`src/rtl/mem_window_pkg.sv`:
```
package mem_window_pkg;

  typedef enum logic [1:0] {
    AM_NONE = 2'd0,
    AM_STD  = 2'd1,
    AM_EXT  = 2'd2
  } am_kind_e;

  // Standard (24-bit) and extended (32-bit) program/data codes,
  // supervisory and non-privileged.
  function automatic am_kind_e am_classify(input logic [5:0] code);
    am_kind_e k;
    case (code)
      6'h39, 6'h3A, 6'h3D, 6'h3E: k = AM_STD;
      6'h09, 6'h0A, 6'h0D, 6'h0E: k = AM_EXT;
      default:                    k = AM_NONE;
    endcase
    return k;
  endfunction

endpackage

```
`src/rtl/am_classify.sv`:
```
module am_classify
  import mem_window_pkg::*;
(
  input  logic [5:0] am,
  output am_kind_e   kind,
  output logic       narrow
);

  always_comb begin
    kind   = am_classify(am);
    narrow = (kind == AM_STD);
  end

endmodule

```
`src/rtl/win_cmp.sv`:
```
module win_cmp #(
  parameter int ADDR_W    = 32,
  parameter int SIZE_LOG2 = 20,
  parameter int NARROW_W  = 24
) (
  input  logic [ADDR_W-1:SIZE_LOG2] addr_hi,
  input  logic [ADDR_W-1:SIZE_LOG2] base_hi,
  input  logic                      narrow,
  output logic                      hit
);

  localparam int HI_W     = ADDR_W - SIZE_LOG2;
  localparam int NARROW_HI = NARROW_W - SIZE_LOG2;

  logic [HI_W-1:0] a_v;
  logic [HI_W-1:0] b_v;
  logic            wide_eq;
  logic            narrow_eq;

  always_comb begin
    a_v       = addr_hi;
    b_v       = base_hi;
    wide_eq   = (a_v == b_v);
    narrow_eq = (a_v[NARROW_HI-1:0] == b_v[NARROW_HI-1:0]);
    hit       = narrow ? narrow_eq : wide_eq;
  end

endmodule

```
`src/rtl/sel_stage.sv`:
```
module sel_stage #(
  parameter int OFF_W = 20
) (
  input  logic             clk,
  input  logic             rst_n,
  input  logic             strobe,
  input  logic             hit,
  input  logic [OFF_W-1:0] off_in,
  output logic             sel,
  output logic [OFF_W-1:0] off
);

  logic             sel_d;
  logic             off_en;
  logic [OFF_W-1:0] off_d;

  always_comb begin
    sel_d  = strobe & hit;
    off_en = sel_d;
    off_d  = off_en ? off_in : off;
  end

  always_ff @(posedge clk or negedge rst_n) begin
    if (!rst_n) begin
      sel <= 1'b0;
      off <= '0;
    end else begin
      sel <= sel_d;
      off <= off_d;
    end
  end

  p_sel_after_strobe_r8: assert property (@(posedge clk) disable iff (!rst_n)
    sel |-> $past(strobe));

  p_off_moves_with_sel_r7: assert property (@(posedge clk) disable iff (!rst_n)
    !$stable(off) |-> sel);

endmodule

```
`src/rtl/mem_window_decode.sv`:
```
module mem_window_decode
  import mem_window_pkg::*;
#(
  parameter int SIZE_LOG2 = 20,
  parameter int ADDR_W    = 32,
  parameter int BASE_W    = 12,
  parameter int NARROW_W  = 24
) (
  input  logic                 clk,
  input  logic                 rst_n,
  input  logic                 pri_strobe,
  input  logic [5:0]           pri_am,
  input  logic [31:0]          pri_addr,
  input  logic [11:0]          pri_base,
  input  logic                 loc_strobe,
  input  logic [31:0]          loc_addr,
  input  logic [11:0]          loc_base,
  output logic                 pri_sel,
  output logic [SIZE_LOG2-1:0] pri_off,
  output logic                 loc_sel,
  output logic [SIZE_LOG2-1:0] loc_off
);

  localparam int BASE_LSB = ADDR_W - BASE_W;     // address bit of base bit 0
  localparam int SKIP     = SIZE_LOG2 - BASE_LSB; // base bits below board size

  am_kind_e pri_kind;
  logic     pri_narrow;
  logic     pri_hit;
  logic     loc_hit;

  logic [ADDR_W-1:SIZE_LOG2] pri_base_hi;
  logic [ADDR_W-1:SIZE_LOG2] loc_base_hi;

  always_comb begin
    pri_base_hi = pri_base[BASE_W-1:SKIP];
    loc_base_hi = loc_base[BASE_W-1:SKIP];
  end

  generate
    if (SKIP > 0) begin : g_skip
      logic unused_base_low;
      assign unused_base_low = ^{pri_base[SKIP-1:0], loc_base[SKIP-1:0]};
    end
  endgenerate

  am_classify u_cls (
    .am     (pri_am),
    .kind   (pri_kind),
    .narrow (pri_narrow)
  );

  win_cmp #(.ADDR_W(ADDR_W), .SIZE_LOG2(SIZE_LOG2), .NARROW_W(NARROW_W)) u_pri_cmp (
    .addr_hi (pri_addr[ADDR_W-1:SIZE_LOG2]),
    .base_hi (pri_base_hi),
    .narrow  (pri_narrow),
    .hit     (pri_hit)
  );

  win_cmp #(.ADDR_W(ADDR_W), .SIZE_LOG2(SIZE_LOG2), .NARROW_W(NARROW_W)) u_loc_cmp (
    .addr_hi (loc_addr[ADDR_W-1:SIZE_LOG2]),
    .base_hi (loc_base_hi),
    .narrow  (1'b0),
    .hit     (loc_hit)
  );

  sel_stage #(.OFF_W(SIZE_LOG2)) u_pri_stage (
    .clk    (clk),
    .rst_n  (rst_n),
    .strobe (pri_strobe & (pri_kind != AM_NONE)),
    .hit    (pri_hit),
    .off_in (pri_addr[SIZE_LOG2-1:0]),
    .sel    (pri_sel),
    .off    (pri_off)
  );

  sel_stage #(.OFF_W(SIZE_LOG2)) u_loc_stage (
    .clk    (clk),
    .rst_n  (rst_n),
    .strobe (loc_strobe),
    .hit    (loc_hit),
    .off_in (loc_addr[SIZE_LOG2-1:0]),
    .sel    (loc_sel),
    .off    (loc_off)
  );

  p_known_code_r3: assert property (@(posedge clk) disable iff (!rst_n)
    pri_sel |-> $past(pri_kind != AM_NONE));

  p_std_low_match_r1: assert property (@(posedge clk) disable iff (!rst_n)
    (pri_sel && $past(pri_kind == AM_STD)) |->
      ($past(pri_addr[NARROW_W-1:SIZE_LOG2]) == $past(pri_base[NARROW_W-1-BASE_LSB:SKIP])));

  p_ext_full_match_r2: assert property (@(posedge clk) disable iff (!rst_n)
    (pri_sel && $past(pri_kind == AM_EXT)) |->
      ($past(pri_addr[ADDR_W-1:SIZE_LOG2]) == $past(pri_base[BASE_W-1:SKIP])));

  p_loc_full_match_r6: assert property (@(posedge clk) disable iff (!rst_n)
    loc_sel |-> ($past(loc_addr[ADDR_W-1:SIZE_LOG2]) == $past(loc_base[BASE_W-1:SKIP])));

endmodule

```
`config.mk`:
```
export PLATFORM = sky130hd
export DESIGN_NAME = mem_window_decode
export DESIGN_NICKNAME = d
export VERILOG_FILES = /design/src/rtl/mem_window_pkg.sv /design/src/rtl/am_classify.sv /design/src/rtl/win_cmp.sv /design/src/rtl/sel_stage.sv /design/src/rtl/mem_window_decode.sv
export SDC_FILE = /design/constraint.sdc
export NUM_CORES = 1
export LEC_CHECK = 0
export BUFFER_PORTS_ARGS = -buffer_cell sky130_fd_sc_hd__buf_2
export CAP_MARGIN = 20
export CORE_MARGIN = 2
export CORE_UTILIZATION = 40
export CTS_CLUSTER_DIAMETER = 40
export DETAILED_ROUTE_END_ITERATION = 16
export PLACE_DENSITY_LB_ADDON = 0.12
export SETUP_SLACK_MARGIN = 0.3
export SYNTH_ARGS = -nofsm -noshare
export SYNTH_HDL_FRONTEND = slang
export SYNTH_SLANG_ARGS = --single-unit
```
`constraint.sdc`:
```
create_clock -name clk -period 1.8 [get_ports clk]
set_input_delay 0.09 -clock clk [delete_from_list [all_inputs] [get_ports clk]]
set_output_delay 0.09 -clock clk [all_outputs]
set_load 0.05 [all_outputs]
```
==> flow_metrics.py <==
metrics = {
    "outcome": {
        "outcome": "completed",
    },
    "routing": {
        "route.detailed.wl_per_inst_um": 12.1,
        "routed_wirelength_mm": 4.41,
        "routed_via_density": 4.57,
        "initialDrtViolationCount": 31,
        "vias": 1665,
        "post-route-drc-count": 0,
        "ant_nets": 0,
        "drt_pass1_iterations": 4,
    },
    "grt": {
        "grt_start_max_net_pins": 22,
        "first_pass_grt_wire_length_mm": 6.73,
        "global_route_usage_over_all_layers_pct": 15.9,
        "vias_in_the_first_global_route": 1565,
        "gr-total-overflow": 0,
        "antenna_violations_before_repair": 0,
    },
    "worst_setup_path": {
        "worst_r2r_startpoint": "u_pri_stage.off[9]",
        "worstSetupStartpoint": "pri_am[1]",
        "r2r_cells": 1,
        "critPathRequiredTime_ns": 1.97,
        "critPathLaunchType": "input port",
        "critical_path.max_stage_delay_ns": 0.53,
        "worstSetupEndpoint": "u_pri_stage.off[9]",
        "path_buf_inv": 2,
        "crit_cells": 7,
        "cp_endpoint_kind": "register",
        "r2r_slack_ns": 1.02,
        "r2r-end": "u_pri_stage.off[9]",
        "critical_path_class": "in2reg",
        "slowest_stage_cell_crit_path": "sky130_fd_sc_hd__or4_4",
        "worst_ep_arrival_time_ns": 1.75,
        "timing.critical_path.cells": "buf_8 -> xor2_4 -> nand3_2 -> or4_4 -> o32ai_4 -> buf_12 -> mux2_4",
        "critical-path-top-delay-family": "simple AND/OR/NAND/NOR gates",
        "crit_path_max_fanout": 8,
    },
    "synth": {
        "seq_area_frac_synth_pct": 52.2,
        "synth.lib_cells_used.distinct": 24,
        "synth.avg_cell_area_um2": 14.5,
        "postSynthRegisterBits": 42,
        "synthesis.instances": 139,
        "synthesis.yosys.warnings": 0,
        "synthesized_net_count": 237,
        "synth.cell_area_mm2": 0.00201,
    },
    "clock_tree": {
        "clock_tree.htree_level_count": 2,
        "cts-root-to-sink-buffers": 2,
        "clock_sinks": 42,
        "worst_skew_pair.late_latency_ns": 0.28,
        "tritoncts": "done",
        "cts.root.buffer_cell": "sky130_fd_sc_hd__clkbuf_8",
        "cts_made_buffers": 5,
        "clk_transition_reported_paths_ns": 0.07,
    },
    "layout": {
        "register_area_mm2": 0.00105,
        "drive_gt1_share_pct": 64.0,
        "final_common_cell": "sky130_fd_sc_hd__buf_2",
        "net_count_final": 395,
        "n_antenna_cell": 0,
        "top_library_cells_by_usage_in_the_layout_fill_and_taps_aside": "sky130_fd_sc_hd__buf_2, sky130_fd_sc_hd__dfrtp_1, sky130_fd_sc_hd__mux2_4, sky130_fd_sc_hd__mux2_1, sky130_fd_sc_hd__buf_4",
        "syn2layout_area_growth_pct": 52.4,
        "area_used_by_multi_input_combinational_logic_um2": 960,
        "num-fill-cells": 409,
        "final_util_pct": 64.2,
    },
    "sta": {
        "min_period_over_period_pct": 87.8,
        "rsz_0062_raised_after_global_routing": "true",
        "clk_skew_ns": 0,
        "min_tclk_post_route_ns": 1.58,
        "max_clock_freq_ghz": 0.633,
        "timing_max_transition_violations_final": 0,
        "slew_at_the_pin_closest_to_its_max_slew_limit_ns": 0.430,
        "timing.max_slew.rel_slack_pct": 71.4,
        "final.setup.worst_slack_ns": 0.220,
        "tns_ns": 0,
        "final-setup-viol-count": 0,
        "hold_violations": 0,
    },
    "floorplanning": {
        "design.portCount": 140,
        "coreArea_mm2": 0.00479,
        "placement_rows": 25,
        "fp.dieH_um": 75.0,
        "floorplan.die.width_um": 75.0,
        "dieArea_mm2": 0.00562,
        "floorplan.initialDensity_pct": 42.1,
    },
    "placement": {
        "gp_congestion": 0.770,
        "hpwl_mm": 3.53,
        "preCtsSetupSlack_ns": -0.107,
        "place.port_buffers": 138,
    },
    "worst_hold_path": {
        "hold_path.class": "in2reg",
        "min_delay_path_depth": 2,
    },
    "job": {
        "timing.max_cap.violations": 0,
    },
    "power": {
        "power.leakage_nw": 1.74,
        "vdd_ir_drop_max_mv": 0.336,
        "power-per-cell-area_mw_per_mm2": 658,
    },
}
## power by group
part,total [mW],switching [mW],internal (mW)
Sequential,0.999,0.0196,0.979
Clock,0.548,0.288,0.260
Combinational,0.475,0.258,0.217
## worst min path at each step
stage / start / end
2_1_floorplan: rst_n / u_loc_stage.off[0]
3_3_place_gp: rst_n / u_pri_stage.off[17]
3_5_place_dp: rst_n / u_pri_stage.off[10]
4_1_cts: loc_addr[8] / u_loc_stage.off[8]
5_1_grt: pri_addr[13] / u_pri_stage.off[13]
6_report: loc_addr[14] / u_loc_stage.off[14]
## cells by family after synthesis
group                     Yosys count  synth area share (%)
AOI/OAI and AO/OA                   6                  2.36
and+or+nand+nor                    22                  6.15
muxes                              40                  26.1
buffers and inverters               7                  2.17
xor gates and xnor gates           22                  11.1
DFF                                42                  52.2
## area by class of cell
cell class | count | area share, %
clock buffers | 5 | 2.24
inverters | 3 | 0.367
clock inverters | 2 | 0.326
multi-input cells | 90 | 31.3
repair buffers | 155 | 28.9
well taps | 67 | 2.73
flip-flops and latches | 42 | 34.2
## registers in the layout (all words and copies together) (netlist names)
register,flops
u_loc_stage.off,20
u_loc_stage.sel,1
u_pri_stage.off,20
u_pri_stage.sel,1
## what timing repair did
item                                   4_1_cts  5_1_grt
resized for setup                            4        5
gates cloned                                 1        0
setup endpoints to repair                   20       20
endpoints found under the hold margin       18        0
buffers inserted                             8        0
pin swaps                                    5        1
hold buffers                                 1        0
## routing by layer
layer	global-route usage, %	wire [um]	vias to the layer above
met2	27.5	2280	89
met4	7.34	80	0
met5	0	0	-
li1	-	-	804
met1	18.7	1680	766
met3	3.61	368	6
## cells in the mapped netlist
master / instances / share of area, %
sky130_fd_sc_hd__inv_1: 3 / 0.56
sky130_fd_sc_hd__mux2_4: 20 / 15
sky130_fd_sc_hd__mux2_1: 20 / 11
sky130_fd_sc_hd__nand3_1: 4 / 0.99
sky130_fd_sc_hd__a211oi_1: 1 / 0.37
sky130_fd_sc_hd__a32oi_1: 1 / 0.43
sky130_fd_sc_hd__xnor2_1: 8 / 3.5
sky130_fd_sc_hd__nand4_1: 4 / 1.2
sky130_fd_sc_hd__xor2_1: 10 / 4.3
sky130_fd_sc_hd__nor4b_1: 1 / 0.43
sky130_fd_sc_hd__buf_6: 2 / 1.1
sky130_fd_sc_hd__nand2b_1: 1 / 0.31
sky130_fd_sc_hd__xnor2_2: 4 / 3.2
sky130_fd_sc_hd__nand2_1: 1 / 0.19
sky130_fd_sc_hd__a21oi_1: 1 / 0.25
sky130_fd_sc_hd__buf_2: 2 / 0.50
sky130_fd_sc_hd__nor4_1: 1 / 0.31
sky130_fd_sc_hd__nor3_1: 5 / 1.2
sky130_fd_sc_hd__or4_4: 1 / 0.56
sky130_fd_sc_hd__nor2_1: 3 / 0.56
sky130_fd_sc_hd__dfrtp_1: 42 / 52
sky130_fd_sc_hd__o21ai_0: 2 / 0.50
sky130_fd_sc_hd__o32ai_2: 1 / 0.81
sky130_fd_sc_hd__nor2b_1: 1 / 0.31
## metrics by stage
| stage | instances | hold slack [ns] | cell area (um^2) | total power [mW] |
|---|---|---|---|---|
| floorplan | 139 | -0.206 | 2020 | 1.26 |
| global placement | 347 | 0.0537 | 2850 | 1.46 |
| detailed placement | 347 | 0.0525 | 2850 | 1.46 |
| CTS | 364 | 0.0147 | 3040 | 2.04 |
| global route | 364 | 0.0136 | 3070 | 2.12 |
| finish | 364 | 0.0208 | 3070 | 2.02 |
(Power assumes the default switching activity.)
